===== src/rtl/lb2d_pkg.sv =====
// Shared types and helpers for the 2D tile layout sequencer.
// Assumes all internal geometry fits in 16 bits (tile sides up to 128).
package lb2d_pkg;

    // Element size codes as seen on the command pins
    typedef enum logic [1:0] {
        ESZ_1B  = 2'd0,
        ESZ_2B  = 2'd1,
        ESZ_4B  = 2'd2,
        ESZ_BAD = 2'd3
    } lb2d_esz_e;

    // Derived layout of one command, held for the whole walk
    typedef struct packed {
        logic [15:0] row_len;    // real elements per register row
        logic [15:0] row_pitch;  // row_len rounded up to a power of two
        logic [15:0] outer_cnt;  // register rows (or row groups) per tile
        logic [15:0] pad_cnt;    // tile padding slots up to the block pitch
        logic [1:0]  grp_m1;     // packing group size minus one
        logic [1:0]  grp_log2;   // log2 of the packing group size
        logic        xposed;     // transposed layout
    } lb2d_geom_t;

    // Smallest power of two not below n (n >= 1)
    function automatic logic [15:0] pow2_ceil(input logic [15:0] n);
        logic [15:0] r;
        r = 16'd1;
        for (int i = 0; i < 15; i++) begin
            if (r < n) r = r << 1;
        end
        return r;
    endfunction

endpackage


===== src/rtl/lb2d_geom.sv =====
// Layout geometry: derives row pitch, rows per tile, padding and the
// packing group from a raw command, and flags commands that cannot be
// laid out. Purely combinational; assumes DIM_W <= 7.
module lb2d_geom
    import lb2d_pkg::*;
#(
    parameter int DIM_W        = 6,
    parameter int MAX_REG_LOG2 = 10
) (
    input  logic [1:0]       elem_sz_code,
    input  logic [DIM_W-1:0] width_m1,
    input  logic [DIM_W-1:0] height_m1,
    input  logic             transpose,
    input  logic             pack,
    input  logic [3:0]       reg_log2,
    output lb2d_geom_t       geom,
    output logic             cfg_bad
);

    logic [15:0] wid, hgt, other_len, blk_size, reg_mask, blk_pitch;
    logic [1:0]  g_m1, g_log2;
    logic        misaligned;

    // Real sizes, packing group and geometry
    always_comb begin
        wid       = 16'(width_m1) + 16'd1;
        hgt       = 16'(height_m1) + 16'd1;
        g_m1      = pack ? (2'b11 >> elem_sz_code) : 2'b00;
        g_log2    = pack ? (2'd2 - ((elem_sz_code > 2'd2) ? 2'd2 : elem_sz_code)) : 2'd0;
        other_len = transpose ? wid : hgt;
        geom.row_len   = transpose ? hgt : wid;
        geom.row_pitch = pow2_ceil(geom.row_len);
        geom.outer_cnt = other_len >> g_log2;
        geom.grp_m1    = g_m1;
        geom.grp_log2  = g_log2;
        geom.xposed    = transpose;
        blk_size  = geom.row_pitch * other_len;
        reg_mask  = (16'd1 << reg_log2) - 16'd1;
        blk_pitch = (blk_size + reg_mask) & ~reg_mask;
        geom.pad_cnt = blk_pitch - blk_size;
    end

    // Command legality check
    always_comb begin
        misaligned = pack && (((wid & 16'(g_m1)) != 16'd0) || ((hgt & 16'(g_m1)) != 16'd0));
        cfg_bad    = (elem_sz_code == ESZ_BAD) || misaligned ||
                     (32'(reg_log2) > MAX_REG_LOG2);
    end

endmodule


===== src/rtl/lb2d_walk.sv =====
// Slot walker: steps through tiles, register rows, row slots and the
// packing minor index, then through the tile padding, one slot per
// accepted beat. Assumes geom and blocks_m1 stay fixed while active
// and that launch is only raised when not active.
module lb2d_walk
    import lb2d_pkg::*;
#(
    parameter int BLK_W = 2,
    parameter int OFF_W = 16
) (
    input  logic             clk,
    input  logic             rst_n,
    input  logic             launch,
    input  lb2d_geom_t       geom,
    input  logic [BLK_W-1:0] blocks_m1,
    input  logic             ready,
    output logic             active,
    output logic             last,
    output logic             zero,
    output logic [OFF_W-1:0] offset,
    output logic [BLK_W-1:0] blk,
    output logic [15:0]      elem_y,
    output logic [15:0]      elem_x
);

    logic             in_pad;
    logic [15:0]      r_cnt, m_cnt, p_cnt, line;
    logic [1:0]       k_cnt;
    logic             elem_end, blk_end, final_blk;

    // End-of-tile and end-of-command detection
    always_comb begin
        elem_end  = (k_cnt == geom.grp_m1) && (m_cnt == geom.row_pitch - 16'd1) &&
                    (r_cnt == geom.outer_cnt - 16'd1);
        blk_end   = in_pad ? (p_cnt == geom.pad_cnt - 16'd1)
                           : (elem_end && (geom.pad_cnt == 16'd0));
        final_blk = (blk == blocks_m1);
        last      = active && blk_end && final_blk;
    end

    // Element coordinates of the current slot and zero marking
    always_comb begin
        line   = (r_cnt << geom.grp_log2) | 16'(k_cnt);
        elem_y = geom.xposed ? m_cnt : line;
        elem_x = geom.xposed ? line : m_cnt;
        zero   = in_pad || (m_cnt >= geom.row_len);
    end

    // Counter walk, one slot per handshake
    always_ff @(posedge clk) begin
        if (!rst_n) begin
            active <= 1'b0;
            in_pad <= 1'b0;
            blk    <= '0;
            r_cnt  <= '0;
            m_cnt  <= '0;
            k_cnt  <= '0;
            p_cnt  <= '0;
            offset <= '0;
        end else if (launch) begin
            active <= 1'b1;
            in_pad <= 1'b0;
            blk    <= '0;
            r_cnt  <= '0;
            m_cnt  <= '0;
            k_cnt  <= '0;
            p_cnt  <= '0;
            offset <= '0;
        end else if (active && ready) begin
            offset <= offset + 1'b1;
            if (in_pad) begin
                if (p_cnt == geom.pad_cnt - 16'd1) begin
                    p_cnt  <= '0;
                    in_pad <= 1'b0;
                    if (final_blk) active <= 1'b0;
                    else           blk    <= blk + 1'b1;
                end else begin
                    p_cnt <= p_cnt + 16'd1;
                end
            end else if (k_cnt == geom.grp_m1) begin
                k_cnt <= '0;
                if (m_cnt == geom.row_pitch - 16'd1) begin
                    m_cnt <= '0;
                    if (r_cnt == geom.outer_cnt - 16'd1) begin
                        r_cnt <= '0;
                        if (geom.pad_cnt != 16'd0) in_pad <= 1'b1;
                        else if (final_blk)        active <= 1'b0;
                        else                       blk    <= blk + 1'b1;
                    end else begin
                        r_cnt <= r_cnt + 16'd1;
                    end
                end else begin
                    m_cnt <= m_cnt + 16'd1;
                end
            end else begin
                k_cnt <= k_cnt + 2'd1;
            end
        end
    end

    AST_OFF_STEP: assert property (@(posedge clk) disable iff (!rst_n)
        (active && ready && !last && !launch) |=> (offset == $past(offset) + 1'b1));
    AST_FIRST_OFF: assert property (@(posedge clk) disable iff (!rst_n)
        $rose(active) |-> (offset == '0));
    AST_LAST_ENDS: assert property (@(posedge clk) disable iff (!rst_n)
        (active && ready && last) |=> !active);

endmodule


===== src/rtl/lb2d_addr.sv =====
// Source address generator: turns tile index and element coordinates
// into a surface byte address; zero slots give address 0.
// Assumes the sum wraps modulo 2^ADDR_W.
module lb2d_addr #(
    parameter int ADDR_W  = 32,
    parameter int BLK_W   = 2,
    parameter int COORD_W = 16,
    parameter int PITCH_W = 24
) (
    input  logic [ADDR_W-1:0]  base,
    input  logic [PITCH_W-1:0] pitch,
    input  logic [COORD_W-1:0] org_x,
    input  logic [COORD_W-1:0] org_y,
    input  logic [15:0]        tile_w,
    input  logic [1:0]         esz_log2,
    input  logic [BLK_W-1:0]   blk,
    input  logic [15:0]        elem_y,
    input  logic [15:0]        elem_x,
    input  logic               zero,
    output logic [ADDR_W-1:0]  addr
);

    logic [ADDR_W-1:0] row_a, col_a, row_off;

    // Row byte offset plus column byte offset
    always_comb begin
        row_a   = ADDR_W'(org_y) + ADDR_W'(elem_y);
        col_a   = ADDR_W'(org_x) + ADDR_W'(blk) * ADDR_W'(tile_w) + ADDR_W'(elem_x);
        row_off = row_a * ADDR_W'(pitch);
        addr    = zero ? '0 : (base + row_off + (col_a << esz_log2));
    end

endmodule


===== src/rtl/lb2d_seq.sv =====
// Top of the 2D tile layout sequencer: captures a command on start,
// rejects illegal ones with a one-cycle error, and streams one
// register-file slot per handshake. Assumes start is ignored while busy.
module lb2d_seq
    import lb2d_pkg::*;
#(
    parameter int ADDR_W       = 32,
    parameter int DIM_W        = 6,
    parameter int BLK_W        = 2,
    parameter int COORD_W      = 16,
    parameter int PITCH_W      = 24,
    parameter int OFF_W        = 16,
    parameter int MAX_REG_LOG2 = 10
) (
    input  logic               clk,
    input  logic               rst_n,
    input  logic               start,
    input  logic [1:0]         elem_sz_code,
    input  logic [BLK_W-1:0]   blocks_m1,
    input  logic [DIM_W-1:0]   width_m1,
    input  logic [DIM_W-1:0]   height_m1,
    input  logic [COORD_W-1:0] org_x,
    input  logic [COORD_W-1:0] org_y,
    input  logic [ADDR_W-1:0]  surf_base,
    input  logic [PITCH_W-1:0] surf_pitch,
    input  logic               transpose,
    input  logic               pack,
    input  logic [3:0]         reg_log2,
    input  logic               out_ready,
    output logic               busy,
    output logic               err,
    output logic               out_valid,
    output logic [OFF_W-1:0]   out_offset,
    output logic [ADDR_W-1:0]  out_addr,
    output logic               out_zero,
    output logic               out_last
);

    lb2d_geom_t         geom_d, geom_q;
    logic               cfg_bad, accept, launch;
    logic [BLK_W-1:0]   blocks_q, blk;
    logic [COORD_W-1:0] ox_q, oy_q;
    logic [ADDR_W-1:0]  base_q;
    logic [PITCH_W-1:0] pitch_q;
    logic [15:0]        tile_w_q, elem_y, elem_x;
    logic [1:0]         esz_q;

    lb2d_geom #(
        .DIM_W        (DIM_W),
        .MAX_REG_LOG2 (MAX_REG_LOG2)
    ) u_geom (
        .elem_sz_code (elem_sz_code),
        .width_m1     (width_m1),
        .height_m1    (height_m1),
        .transpose    (transpose),
        .pack         (pack),
        .reg_log2     (reg_log2),
        .geom         (geom_d),
        .cfg_bad      (cfg_bad)
    );

    // Command acceptance
    always_comb begin
        accept = start && !busy;
        launch = accept && !cfg_bad;
    end

    // Command capture and error pulse
    always_ff @(posedge clk) begin
        if (!rst_n) begin
            err      <= 1'b0;
            geom_q   <= '0;
            blocks_q <= '0;
            ox_q     <= '0;
            oy_q     <= '0;
            base_q   <= '0;
            pitch_q  <= '0;
            tile_w_q <= '0;
            esz_q    <= '0;
        end else begin
            err <= accept && cfg_bad;
            if (launch) begin
                geom_q   <= geom_d;
                blocks_q <= blocks_m1;
                ox_q     <= org_x;
                oy_q     <= org_y;
                base_q   <= surf_base;
                pitch_q  <= surf_pitch;
                tile_w_q <= 16'(width_m1) + 16'd1;
                esz_q    <= elem_sz_code;
            end
        end
    end

    lb2d_walk #(
        .BLK_W (BLK_W),
        .OFF_W (OFF_W)
    ) u_walk (
        .clk       (clk),
        .rst_n     (rst_n),
        .launch    (launch),
        .geom      (geom_q),
        .blocks_m1 (blocks_q),
        .ready     (out_ready),
        .active    (busy),
        .last      (out_last),
        .zero      (out_zero),
        .offset    (out_offset),
        .blk       (blk),
        .elem_y    (elem_y),
        .elem_x    (elem_x)
    );

    lb2d_addr #(
        .ADDR_W  (ADDR_W),
        .BLK_W   (BLK_W),
        .COORD_W (COORD_W),
        .PITCH_W (PITCH_W)
    ) u_addr (
        .base     (base_q),
        .pitch    (pitch_q),
        .org_x    (ox_q),
        .org_y    (oy_q),
        .tile_w   (tile_w_q),
        .esz_log2 (esz_q),
        .blk      (blk),
        .elem_y   (elem_y),
        .elem_x   (elem_x),
        .zero     (out_zero),
        .addr     (out_addr)
    );

    // The stream is valid for the whole walk
    always_comb out_valid = busy;

    AST_HOLD_STABLE: assert property (@(posedge clk) disable iff (!rst_n)
        (out_valid && !out_ready) |=> (out_valid && $stable(out_offset) &&
        $stable(out_addr) && $stable(out_zero) && $stable(out_last)));
    AST_START_TO_VALID: assert property (@(posedge clk) disable iff (!rst_n)
        (start && !busy && !cfg_bad) |=> out_valid);
    AST_ERR_SINGLE: assert property (@(posedge clk) disable iff (!rst_n)
        err |=> !err);
    AST_ERR_IDLE: assert property (@(posedge clk) disable iff (!rst_n)
        err |-> (!out_valid && !busy));

endmodule


===== config.mk =====
export PLATFORM = sky130hd
export DESIGN_NAME = lb2d_seq
export DESIGN_NICKNAME = d
export VERILOG_FILES = /design/src/rtl/lb2d_pkg.sv /design/src/rtl/lb2d_geom.sv /design/src/rtl/lb2d_walk.sv /design/src/rtl/lb2d_addr.sv /design/src/rtl/lb2d_seq.sv
export SDC_FILE = /design/constraint.sdc
export NUM_CORES = 2
export LEC_CHECK = 0
export BUFFER_PORTS_ARGS = -buffer_cell sky130_fd_sc_hd__buf_4
export CAP_MARGIN = 20
export CELL_PAD_IN_SITES_DETAIL_PLACEMENT = 0
export CELL_PAD_IN_SITES_GLOBAL_PLACEMENT = 1
export CORE_MARGIN = 3
export CORE_UTILIZATION = 49
export DETAILED_ROUTE_END_ITERATION = 16
export PLACE_DENSITY = 0.79
export SLEW_MARGIN = 20
export SYNTH_ARGS = -nofsm -noshare
export SYNTH_HDL_FRONTEND = slang
export SYNTH_SLANG_ARGS = --single-unit
export TNS_END_PERCENT = 50

===== constraint.sdc =====
create_clock -name clk -period 38.6 [get_ports clk]
set_input_delay 0 -clock clk [delete_from_list [all_inputs] [get_ports clk]]
set_output_delay 0 -clock clk [all_outputs]
set_load 0.02 [all_outputs]

==> flow_metrics.tcl <==
set metrics [dict create \
    insertion_delay_ns 0.58 \
    core_sq_um 67400 \
    slew-limit-headroom_pct 26.5 \
    synthArstFlopShare_pct 0 \
    grt_first_pass_wirelength_um 146000 \
    antenna_found_initial 1 \
    ys_warn_count 0 \
    grt_max_degree 108 \
    finalSetupTns_ns 0 \
    startpoint_type "primary input" \
    status "completed" \
    cts-root-buf "clkbuf_16" \
    cpMaxStageDelayCell "dlygate4sd3_1" \
    place_hpwl_um 68700 \
    cpMostUsedCell "ha_1" \
    clk_pin_slew_ns 0.06 \
    fin_nets 5079 \
    post_cts_resized 0 \
    fillerInstances 6345 \
    clock-sinks 220 \
    via_per_inst 5.32 \
    synthTopCellsByArea "fa_1 (24%), dfxtp_1 (13%), ha_1 (11%)" \
    worst_slew_pin_slew_ns 1.10 \
    die_w_um 267 \
    period_needed_ns 34.74 \
    ys_ff_latch 220 \
    hold_slack_ns 0.121 \
    first_global_vias 27900 \
    htreeDepth 1 \
    critical-path-max-stage-delay_ns 0.54 \
    die_h_um 267 \
    syn_inst 4069 \
    start_util_pct 49.5 \
    synthFlopType "dfxtp_1" \
    hold_viol 0 \
    ioPinCount 167 \
    synth_commonest_cells "nand2_1 (610), inv_1 (583), fa_1 (407)" \
    synth.yosys.seq_area_share_pct 13.2 \
    dieArea_sq_um 71300 \
    syn_area_sq_um 33400 \
    num_vias 27500 \
    grt_overflow_total 0 \
    yosysTopAreaCell "fa_1" \
    worst_setup_path_end_kind "register" \
    wl_um 89000 \
    drive_gt1_share_pct 8.58 \
    ant_nets 0 \
    slew_viol_final 0 \
    syn_to_final_growth_pct 12.8 \
    rsz0062_at_grt "false" \
    io_buffers 166 \
    required_ns 39.11 \
    num_rows 95 \
    cts_tree "built" \
    drc_errors 0 \
    wl_per_cell_um 17.2 \
    synth_most_common_cell "nand2_1" \
    ctsLongestPathBuffers 3 \
    finClkSkew_ns 0.0240 \
    syn_avg_cell_area_sq_um 8.21 \
    crit_fanout 20 \
    finalSetupViolCount 0 \
    crit_type "primary input to register" \
    arrival_ns 35.25 \
    placed_area_sq_um 35500 \
    grt_usage_pct 25.4 \
    synth.distinct_cells 109 \
    synth_edf_count 0 \
    finalInstanceArea_sq_um 37700 \
    cap_violations 0 \
    synth_top_cell_area_share_pct 24.4 \
    firstDrtPassIters 5 \
    worstHoldPathType "primary input to register" \
    numCtsBuffers 29 \
    drtIter0Drc 1432 \
    gp_congestion 0.894 \
    fmax_mhz 28.8 \
    antenna_cells 0 \
    period_share_pct 90.0 \
]
## stage by stage
stage | utilization [%] | instances | setup slack (ns)
floorplan | - | 4095 | 8.13
global placement | 52.7 | 4988 | 4.91
detailed placement | 52.7 | 4988 | 4.27
CTS | 55.9 | 5164 | 4.22
global route | 55.9 | 5164 | 0.871
finish | 55.9 | 5164 | 3.86
## worst max-delay path: cells and delay by family
| kind | cells | cell delay [ns] |
|---|---|---|
| compound gates | 69 | 15.35 |
| simple gates | 36 | 7.33 |
| fa+ha+maj | 24 | 7.49 |
| buf+inv | 12 | 1.58 |
| xor+xnor | 2 | 0.34 |
| mux | 8 | 3.13 |
## cell usage in the layout, fill, tap and decap left out, types with 14 or more instances in the layout
cell type	instances
nor2_1	280
o21a_1	14
nor2b_1	52
buf_4	203
and3_1	28
fa_1	407
a21boi_0	107
dfxtp_1	219
dlygate4sd3_1	124
a21oi_1	136
conb_1	28
o21bai_1	40
nor3_1	56
nor4_1	22
nand4_1	25
ha_1	288
mux2i_1	70
a21o_1	56
or3_1	14
xnor2_1	168
and2_1	156
o211a_1	24
inv_1	583
nand3_1	61
xor2_1	76
o211ai_1	16
nand2_1	610
or2_2	15
a31oi_1	17
o21ai_0	91
mux2_2	41
clkbuf_16	29
nand2b_1	25
## worst paths after layout
check                                 start       endpoint  slack (ns)  cells past startpoint
worst max register to register    geom_q[7]  u_walk.active       34.30                     17
worst min-delay path            reg_log2[3]      geom_q[7]        0.12                      5
worst min register to register      ox_q[1]        ox_q[1]        0.47                      2
worst max-delay path            width_m1[0]     geom_q[20]        3.86                    151
## flip-flops by register name, indices dropped and copies added, names as in the netlist, 2 cells and up
name and cells:
blocks_q 2, esz_q 2, geom_q 50, tile_w_q 7, oy_q 16, u_walk.r_cnt 16
base_q 32, u_walk.m_cnt 16, u_walk.blk 2, pitch_q 24, u_walk.p_cnt 16, ox_q 16
u_walk.k_cnt 2, u_walk.offset 16
## routing by layer
metal | GRT usage (%) | part of all wire (%)
met2 | 44.1 | 48
met5 | 0 | 0
met1 | 34.2 | 46
met3 | 2.06 | 3.5
met4 | 7.10 | 3.0
## kinds of logic (layout without fill, tap and decap cells)
kind of cell | count (synthesis) | after routing | share of synthesized area [%]
muxes | 118 | 118 | 3.79
DFF | 220 | 220 | 13.2
other | 2 | 28 | 0.0225
xor gates and xnor gates | 249 | 249 | 6.53
AOI/OAI and AO/OA | 622 | 622 | 13.2
adders and majority gates | 695 | 695 | 35.2
buffers and inverters | 770 | 966 | 8.73
and+or+nand+nor | 1393 | 1393 | 19.3
## layout make-up
cell class | count | area (sq um) | share of cell area [%]
clock buffer | 39 | 813 | 2.16
clock inverter | 13 | 110 | 0.292
inverter | 587 | 2200 | 5.85
multi-input combinational | 3105 | 26300 | 69.8
sequential | 220 | 4410 | 11.7
tap | 873 | 1090 | 2.90
timing repair buffer | 327 | 2770 | 7.34
## repair_timing
item / in CTS / in global routing
hold buffers: 124 / 0
endpoints found under the hold margin: 128 / 0
buffers inserted: 0 / 0
Power is not shown: default switching activity piles up to over one toggle a cycle in this logic, so the estimate is an artifact.
